--- src/rtl/irq_evt_pkg.sv ---
package irq_evt_pkg;
  localparam int REG_W    = 32;
  localparam int EN_SHIFT = 16;
  typedef logic [REG_W-1:0] reg_t;

  // event positions that exist in hardware
  localparam reg_t IMPL_BITS    = 32'hE000_7FF7;
  // enable bits the mask register keeps
  localparam reg_t MASKABLE     = 32'h6300_0000;
  // causes feeding the error line (timestamp ECC, Tx ECC, Rx ECC)
  localparam reg_t ERR_CAUSES   = 32'h0000_2300;
  // causes feeding the normal line (magic packet)
  localparam reg_t NRM_CAUSES   = 32'h0000_4000;
  localparam reg_t MASK_RST_VAL = MASKABLE;

  function automatic reg_t enabled_pending(reg_t evt, reg_t msk);
    return evt & ((msk & MASKABLE) >> EN_SHIFT);
  endfunction
endpackage

--- src/rtl/irq_evt_bank.sv ---
module irq_evt_bank
  import irq_evt_pkg::*;
#(
  parameter int   W    = REG_W,
  parameter reg_t IMPL = IMPL_BITS
) (
  input  logic         clk,
  input  logic         rst_n,
  input  logic [W-1:0] set_i,
  input  logic [W-1:0] clr_i,
  output logic [W-1:0] evt_o
);
  for (genvar i = 0; i < W; i++) begin : g_bit
    if (IMPL[i]) begin : g_flop
      logic q;
      always_ff @(posedge clk) begin
        if (!rst_n) q <= 1'b0;
        else        q <= set_i[i] | (q & ~clr_i[i]);
      end
      assign evt_o[i] = q;
    end else begin : g_tie
      assign evt_o[i] = 1'b0;
    end
  end
endmodule

--- src/rtl/irq_mask_reg.sv ---
module irq_mask_reg
  import irq_evt_pkg::*;
#(
  parameter int   W       = REG_W,
  parameter reg_t KEEP    = MASKABLE,
  parameter reg_t RST_VAL = MASK_RST_VAL
) (
  input  logic         clk,
  input  logic         rst_n,
  input  logic         we_i,
  input  logic [W-1:0] wdata_i,
  output logic [W-1:0] mask_o
);
  logic [W-1:0] q;
  always_ff @(posedge clk) begin
    if (!rst_n)    q <= RST_VAL & KEEP;
    else if (we_i) q <= wdata_i & KEEP;
  end
  assign mask_o = q;
endmodule

--- src/rtl/irq_line_gen.sv ---
module irq_line_gen
  import irq_evt_pkg::*;
(
  input  logic clk,
  input  logic rst_n,
  input  reg_t evt_i,
  input  reg_t mask_i,
  output logic err_o,
  output logic nrm_o
);
  reg_t pend;
  logic err_q, nrm_q;

  assign pend = enabled_pending(evt_i, mask_i);

  always_ff @(posedge clk) begin
    if (!rst_n) begin
      err_q <= 1'b0;
      nrm_q <= 1'b0;
    end else begin
      err_q <= |(pend & ERR_CAUSES);
      nrm_q <= |(pend & NRM_CAUSES);
    end
  end

  assign err_o = err_q;
  assign nrm_o = nrm_q;
endmodule

--- src/rtl/irq_evt_ctrl.sv ---
module irq_evt_ctrl
  import irq_evt_pkg::*;
(
  input  logic             clk,
  input  logic             rst_n,
  input  logic [REG_W-1:0] evt_pulse,
  input  logic             wr_en,
  input  logic             wr_sel,
  input  logic [REG_W-1:0] wr_data,
  input  logic             rd_sel,
  output logic [REG_W-1:0] rd_data,
  output logic             err_irq,
  output logic             nrm_irq
);
  reg_t evt_q, mask_q, clr_vec;

  assign clr_vec = (wr_en && !wr_sel) ? wr_data : '0;

  irq_evt_bank #(.W(REG_W), .IMPL(IMPL_BITS)) u_bank (
    .clk   (clk),
    .rst_n (rst_n),
    .set_i (evt_pulse),
    .clr_i (clr_vec),
    .evt_o (evt_q)
  );

  irq_mask_reg #(.W(REG_W), .KEEP(MASKABLE), .RST_VAL(MASK_RST_VAL)) u_mask (
    .clk     (clk),
    .rst_n   (rst_n),
    .we_i    (wr_en && wr_sel),
    .wdata_i (wr_data),
    .mask_o  (mask_q)
  );

  irq_line_gen u_lines (
    .clk    (clk),
    .rst_n  (rst_n),
    .evt_i  (evt_q),
    .mask_i (mask_q),
    .err_o  (err_irq),
    .nrm_o  (nrm_irq)
  );

  assign rd_data = rd_sel ? mask_q : evt_q;
endmodule

--- config.mk ---
export PLATFORM = sky130hd
export DESIGN_NAME = irq_evt_ctrl
export DESIGN_NICKNAME = d
export VERILOG_FILES = /design/src/rtl/irq_evt_pkg.sv /design/src/rtl/irq_evt_bank.sv /design/src/rtl/irq_mask_reg.sv /design/src/rtl/irq_line_gen.sv /design/src/rtl/irq_evt_ctrl.sv
export SDC_FILE = /design/constraint.sdc
export NUM_CORES = 1
export LEC_CHECK = 0
export BUFFER_PORTS_ARGS = -buffer_cell sky130_fd_sc_hd__buf_2
export CAP_MARGIN = 5
export CORE_UTILIZATION = 32
export CTS_CLUSTER_SIZE = 40
export DETAILED_ROUTE_END_ITERATION = 16
export GPL_ROUTABILITY_DRIVEN = 0
export PLACE_DENSITY = 0.74
export SLEW_MARGIN = 0
export SYNTH_ARGS = -nofsm -noshare
export SYNTH_HDL_FRONTEND = slang
export SYNTH_SLANG_ARGS = --single-unit
--- constraint.sdc ---
create_clock -name clk -period 0.8 [get_ports clk]
set_input_delay 0.12 -clock clk [delete_from_list [all_inputs] [get_ports clk]]
set_output_delay 0.12 -clock clk [all_outputs]
set_load 0.005 [all_outputs]
==> results of run 1 <==
metal layers:
metal,vias to the layer above,part of all wire (%),wire length [microns]
met5,-,0,0
met1,537,45,1372
met3,0,4.9,152
met2,44,50,1548
li1,607,-,-
met4,0,0,0
critical path: stages, from the launching register on:
cell and delay, ps:
dfxtp_2 340, mux2_4 270, buf_6 120
power by group through the flow:
stage          clock [mW]  combinational [mW]  sequential [mW]
2_1_floorplan           0               0.254             1.28
3_3_place_gp            0               0.437             1.29
3_5_place_dp            0               0.447             1.29
4_1_cts             0.568               0.565             1.27
5_1_grt             0.618               0.707             1.29
6_report            0.533               0.648             1.28
registers in the layout, summed over array words and instances, names as in the netlist:
name	flops
u_bank.g_bit.g_flop.q	17
u_mask.mask_o	4
u_lines.err_o	1
u_lines.nrm_o	1
Yosys cell counts, drive strengths merged:
master	count
dfxtp	23
o21ai	21
a31oi	17
inv	17
nor2b	17
buf	16
a21oi	4
and3b	4
clkbuf	3
and2	2
mux2	2
a222oi	1
and3	1
conb	1
how the worst max path moves through the flow:
| stage | start | to | slack, ps |
|---|---|---|---|
| floorplan | u_bank.g_bit[13].g_flop.q$_SDFF_PN0_ | u_lines.err_o$_SDFF_PN0_ | 10 |
| global placement | wr_sel | u_bank.g_bit[12].g_flop.q$_SDFF_PN0_ | -100 |
| detailed placement | wr_en | u_bank.g_bit[12].g_flop.q$_SDFF_PN0_ | -120 |
| CTS | u_bank.g_bit[29].g_flop.q$_SDFF_PN0_ | rd_data[29] | -370 |
| global route | u_bank.g_bit[30].g_flop.q$_SDFF_PN0_ | rd_data[30] | -400 |
| finish | u_bank.g_bit[29].g_flop.q$_SDFF_PN0_ | rd_data[29] | -350 |
per-stage QoR:
step / hold slack, ps / std cells / worst slack, ps / cell area (sq um)
after floorplan: 220.2 / 141 / 13.38 / 1139
after global placement: 302.8 / 239 / -97.78 / 1460
after detailed placement: 307.0 / 239 / -122.9 / 1460
after CTS: 28.39 / 267 / -365.5 / 1748
after global routing: 23.98 / 269 / -404.0 / 1867
final: 45.44 / 269 / -352.4 / 1867
cell usage in the layout (no fill, tap or decap), drive strengths merged, types with 3 or more instances in the layout:
master,count
inv,17
a31oi,17
and3b,4
clkbuf,3
nor2b,17
o21ai,21
dfxtp,23
conb,13
a21oi,4
buf,82
dlygate4sd3,17
final cells by class:
cell class	count	share of cell area (%)
clock buffer	3	1.206
clock inverter	1	0.2681
inverter	17	3.418
multi-input combinational	82	29.22
sequential	23	26.01
tap	44	2.949
timing repair buffer	99	36.93
cell families (layout without fill, tap and decap cells):
kind of cell | count (synthesis) | in the layout
other cells | 1 | 13
compound gates | 43 | 43
buf+inv | 36 | 120
flops | 23 | 23
mux | 2 | 2
simple gates | 24 | 24
repair_timing:
item                       CTS  global route
gates resized for setup     21            31
hold endpoints to repair    17             0
setup buffers                7             2
pin swaps                    1             3
setup endpoints to repair   22            26
hold buffers                17             0
==> results.yml, run 1 <==
clocking:
  cts_buffer_depth: 2
  numCtsBuffers: 3
  h-tree-depth: 1
  cts.sinks: 23
  cts_tree: "yes"
  clkTransAtPathRegs_ps: 130
  clock_latency_ps: 300
  cts_root_buf: "clkbuf_4"
yosys:
  syn_avg_cell_area_sq_um: 8.467
  ys_warn_count: 0
  synth_top_family_by_area: "compound AO/OA/AOI/OAI gates"
  syn_inst: 129
  synth_xor_area_share_pct: 0
  ys_seq_area_share_pct: 42.15
  yosys_register_bits: 23
  yosysTopAreaCell: "dfxtp_1"
  synth_compound_gate_area_share_pct: 22.11
  synth_mux_area_share_pct: 2.062
  synthAdderAreaFrac_pct: 0
  syn_area_sq_um: 1092
  synthTopCellsByArea: "dfxtp_1 (42%), a31oi_1 (9.7%), nor2b_1 (9.7%), o21ai_0 (9.6%), buf_4 (8.9%)"
  synth_cell_type_count: 17
  yosys.area.top_type_share_pct: 42.15
  yosys.area_share.simple_pct: 14.66
die:
  die_height_microns: 60.43
  io_pins: 103
  die_area_sq_um: 3651
  fp.dieW_microns: 60.43
  rows: 20
  start_util_pct: 34.64
  fp.coreArea_sq_um: 3153
route:
  drc: 0
  drt_iter0_drc: 47
  post_drt_wl_per_cell_microns: 11.42
  ant_nets: 0
  viasPerCell: 4.416
  vias: 1188
  drtPass1Iterations: 6
  wirelength_mm: 3.073
pwr:
  switchingPower_mw: 0.6378
  comb_power_share_pct: 26.3
  static-leakage-power_nw: 0.9730
  p_clk_share_pct: 21.7
  switching_share_pct: 25.93
  p_total_mw: 2.460
  seq_power_share_pct: 52.0
  internal-power_mw: 1.822
  power.density_nw_per_um2: 1318
  ir_drop_mv: 0.6953
placement:
  port_buffers: 61
  place_hpwl_mm: 1.905
grt:
  grt_pass1_wl_mm: 4.167
  grt_use_met3_pct: 2.559
  antenna_found_initial: 0
  grt_pass1_vias: 1026
  grt_usage_pct: 15.17
  use_met2_pct: 27.00
  top_usage_layer: "met2"
  grt_overflow_total: 0
  use_met1_pct: 18.18
  grt_max_degree: 24
worst_setup_path:
  crit_path_end_kind: "output pin"
  critPathKind: "flip-flop to output pin"
  r2r-end: "u_lines.err_o$_SDFF_PN0_"
  worst_setup_path_start_kind: "flip-flop"
  cp_max_fo: 2
  critPathRequiredTime_ps: 680
  r2r_setup_slack_ps: -150
  cp.arrival_ps: 1030
  reg2regPathDepth: 3
  rr_startpoint: "u_bank.g_bit[13].g_flop.q$_SDFF_PN0_"
layout:
  post-route-util_pct: 59.21
  nNetsFinal: 295
  fillerInstances: 288
  regArea_sq_um: 485.5
  drive_above_1_share_pct: 52.89
  syn_to_final_growth_pct: 70.90
  antenna_cells: 0
  multi_input_area_sq_um: 545.5
hold_path:
  min_from: "evt_pulse[14]"
  hold_class: "input port to flip-flop"
  hold_end: "u_bank.g_bit[14].g_flop.q$_SDFF_PN0_"
  min_delay_path_depth: 3
sta:
  skew_ps: 0.8039
  setup-violations-final: 24
  period_minus_slack_ps: 1152
  slew_viol_final: 0
  rsz0062_at_grt: "yes"
  final.period_utilization_pct: 144.1
  finalSetupTns_ps: -4466
  setup_slack_ps: -352.4
  hold_viol_final: 0
  max_freq_mhz: 867.7
job:
  cap_violations: 0
outcome:
  status: "complete, but fails checks"
  violations: "setup timing"
Power figures use the tool's default switching activity.
==> run 2, diff against run 1 <==
ABC_AREA = 1   (was not set)
CORE_UTILIZATION = 35   (was 32)
PLACE_DENSITY = 0.76   (was 0.74)
RECOVER_POWER = 100   (was not set)
==> run 2 against run 1 <==
Compared with the run above:
- the flow still finishes with violations (setup timing)
- critical path type unchanged
- clock power increased by 0.9%
- first-iteration DRC count decreased by 21%
- register-to-register slack improved by 170 ps
- maximum frequency increased by 1.0%
- sequential power about the same
- sequential share of layout area decreased by 0.65 points
- global-route usage increased by 0.26 points
==> results.yml, run 2 <==
route:
  ant_nets: 0
  viasPerCell: 4.262
  drt_iter0_drc: 37
  wirelength_mm: 2.880
  drtPass1Iterations: 5
  drc: 0
  post_drt_wl_per_cell_microns: 9.664
  vias: 1270
die:
  fp.coreArea_sq_um: 3390
  rows: 21
  die_height_microns: 62.12
  io_pins: 103
  fp.dieW_microns: 62.12
  die_area_sq_um: 3859
  start_util_pct: 37.32
yosys:
  syn_avg_cell_area_sq_um: 7.397
  ys_seq_area_share_pct: 36.40
  ys_warn_count: 0
  syn_inst: 171
  synth_common_cells: "inv_1 (36), nand2_1 (28), dfxtp_1 (23)"
  synthTopCellsByArea: "dfxtp_1 (36%), inv_1 (11%), buf_4 (8.3%), nand2_1 (8.3%), nand3_2 (7.9%)"
  synth_edf_count: 0
  yosys_register_bits: 23
  synthArstFlopShare_pct: 0
  synth_cell_type_count: 18
  yosysMostFrequentCell: "inv_1"
  yosys.area.top_type_share_pct: 36.40
  syn_area_sq_um: 1265
  synth-main-ff-cell: "dfxtp_1"
  yosysTopAreaCell: "dfxtp_1"
sta:
  hold_viol_final: 0
  slew_viol_final: 0
  setup-violations-final: 21
  period_minus_slack_ps: 1140
  fin_hold_ws_ps: 13.88
  max_freq_mhz: 876.8
  skew_ps: 0.5163
  final.period_utilization_pct: 142.6
  setup_slack_ps: -340.5
  rsz0062_at_grt: "yes"
hold_path:
  hold_class: "input port to flip-flop"
grt:
  grt_usage_pct: 15.43
  grt_max_degree: 20
  grt_pass1_wl_mm: 4.878
  grt_overflow_total: 0
  grt_pass1_vias: 1148
  antenna_found_initial: 0
clocking:
  clock_latency_ps: 310
  cts_buffer_depth: 2
  numCtsBuffers: 3
  h-tree-depth: 1
  cts_root_buf: "clkbuf_4"
  clkTransAtPathRegs_ps: 130
  cts_tree: "yes"
  cts.sinks: 23
layout:
  antenna_cells: 0
  layout.cells.non_filler: 298
  post-route-util_pct: 54.15
  mostFrequentLayoutCell: "buf_2"
  most-common-layout-cells: "buf_2 (61), nand2_1 (24), inv_1 (23), dfxtp_1 (19), inv_2 (16)"
  largest_register_ff_count: 17
  nNetsFinal: 322
  drive_above_1_share_pct: 55.95
  top_register: "u_bank.g_bit.g_flop.q"
  syn_to_final_growth_pct: 45.10
  finish.instance_area_sq_um: 1836
placement:
  dpl_worst_slack_ps: -5.643
  place_area_sq_um: 1639
  port_buffers: 61
  placedCellCount: 280
  place_hpwl_mm: 2.053
worst_setup_path:
  cp.arrival_ps: 1020
  cp_num_buf_inv: 1
  path_delay_family: "flip-flops"
  cp_max_fo: 2
  critPathRequiredTime_ps: 680
  path_cells: "mux2_2 > buf_2"
  max_stage_delay_ps: 340
  crit_path_top_delay_cell: "dfxtp_1"
  critPathKind: "flip-flop to output pin"
  worst_setup_path_start_kind: "flip-flop"
  crit_path_end_kind: "output pin"
pwr:
  power.density_nw_per_um2: 1353
  static-leakage-power_nw: 1.011
  ir_drop_mv: 0.9245
outcome:
  status: "complete, but fails checks"
  violations: "setup timing"
job:
  cap_violations: 0
-- run 2: cell types whose count changed after synthesis, moves of 4 or more --
cell / previous run / this run
nand2_1: 0 / 28
o21ai_0: 21 / 0
inv_1: 17 / 36
a31oi_1: 17 / 0
nor2b_1: 17 / 0
nor2_1: 0 / 16
nand3_1: 0 / 11
a21oi_2: 0 / 10
nand3_2: 0 / 10
a21oi_1: 4 / 8
and3b_1: 4 / 0
-- run 2: per-stage QoR --
stage	TNS (ps)	total power [mW]
4_1_cts	-4217	2.461
2_1_floorplan	0	1.639
3_3_place_gp	-3.790	1.842
6_report	-4320	2.484
3_5_place_dp	-6.276	1.852
5_1_grt	-5779	2.658
-- run 2: timing repair --
action / in CTS / in global routing
pin swaps: 2 / 9
hold buffers: 2 / 0
hold endpoints to repair: 2 / 0
resized for setup: 21 / 30
setup buffers: 8 / 5
setup endpoints to repair: 21 / 23
-- run 2: cell families after synthesis --
logic type / share of synthesized area (%)
AND/OR/NAND/NOR: 27.20
AO/OA/AOI/OAI: 10.68
flip-flops: 36.40
buffers and inverters: 24.53
other: 0.2965
multiplexers: 0.8901
-- run 2: final cells by class --
| cell class | instances | area [sq um] |
|---|---|---|
| Fill cell | 362 | 1554 |
| Multi-Input combinational cell | 102 | 581.8 |
| Timing Repair Buffer | 84 | 558.0 |
| Sequential cell | 23 | 465.4 |
| Inverter | 39 | 146.4 |
| Tap cell | 46 | 57.56 |
| Clock buffer | 4 | 26.28 |
-- run 2: path summary, 6_finish.rpt --
kind              cells after the start                                   to                                  from  slack, ps
setup / recovery                      2                          rd_data[29]  u_bank.g_bit[29].g_flop.q$_SDFF_PN0_       -340
hold / removal                        3       u_mask.mask_o[29]$_SDFFE_PN1P_                           wr_data[29]         10
setup reg to reg                      5             u_lines.err_o$_SDFF_PN0_  u_bank.g_bit[13].g_flop.q$_SDFF_PN0_         20
hold reg to reg                       2  u_bank.g_bit[0].g_flop.q$_SDFF_PN0_   u_bank.g_bit[0].g_flop.q$_SDFF_PN0_        470
-- run 2: tightest hold or removal path, cell delays in order --
cell and delay, ps:
buf_2 90, nand2_1 50, nand3_1 50
-- run 2: where the power goes --
group	leakage (nW)	switching, mW	internal, mW
Sequential	0.193	0.0473	1.23
Combinational	0.803	0.314	0.352
Clock	0.0150	0.344	0.195
-- run 2: layer usage --
| metal | routed length [microns] | vias up | GRT usage (%) |
|---|---|---|---|
| met4 | 16 | 0 | 2.616 |
| met1 | 1174 | 574 | 18.53 |
| met5 | 0 | - | 0 |
| met3 | 178 | 2 | 4.779 |
| li1 | - | 649 | - |
| met2 | 1511 | 45 | 27.20 |
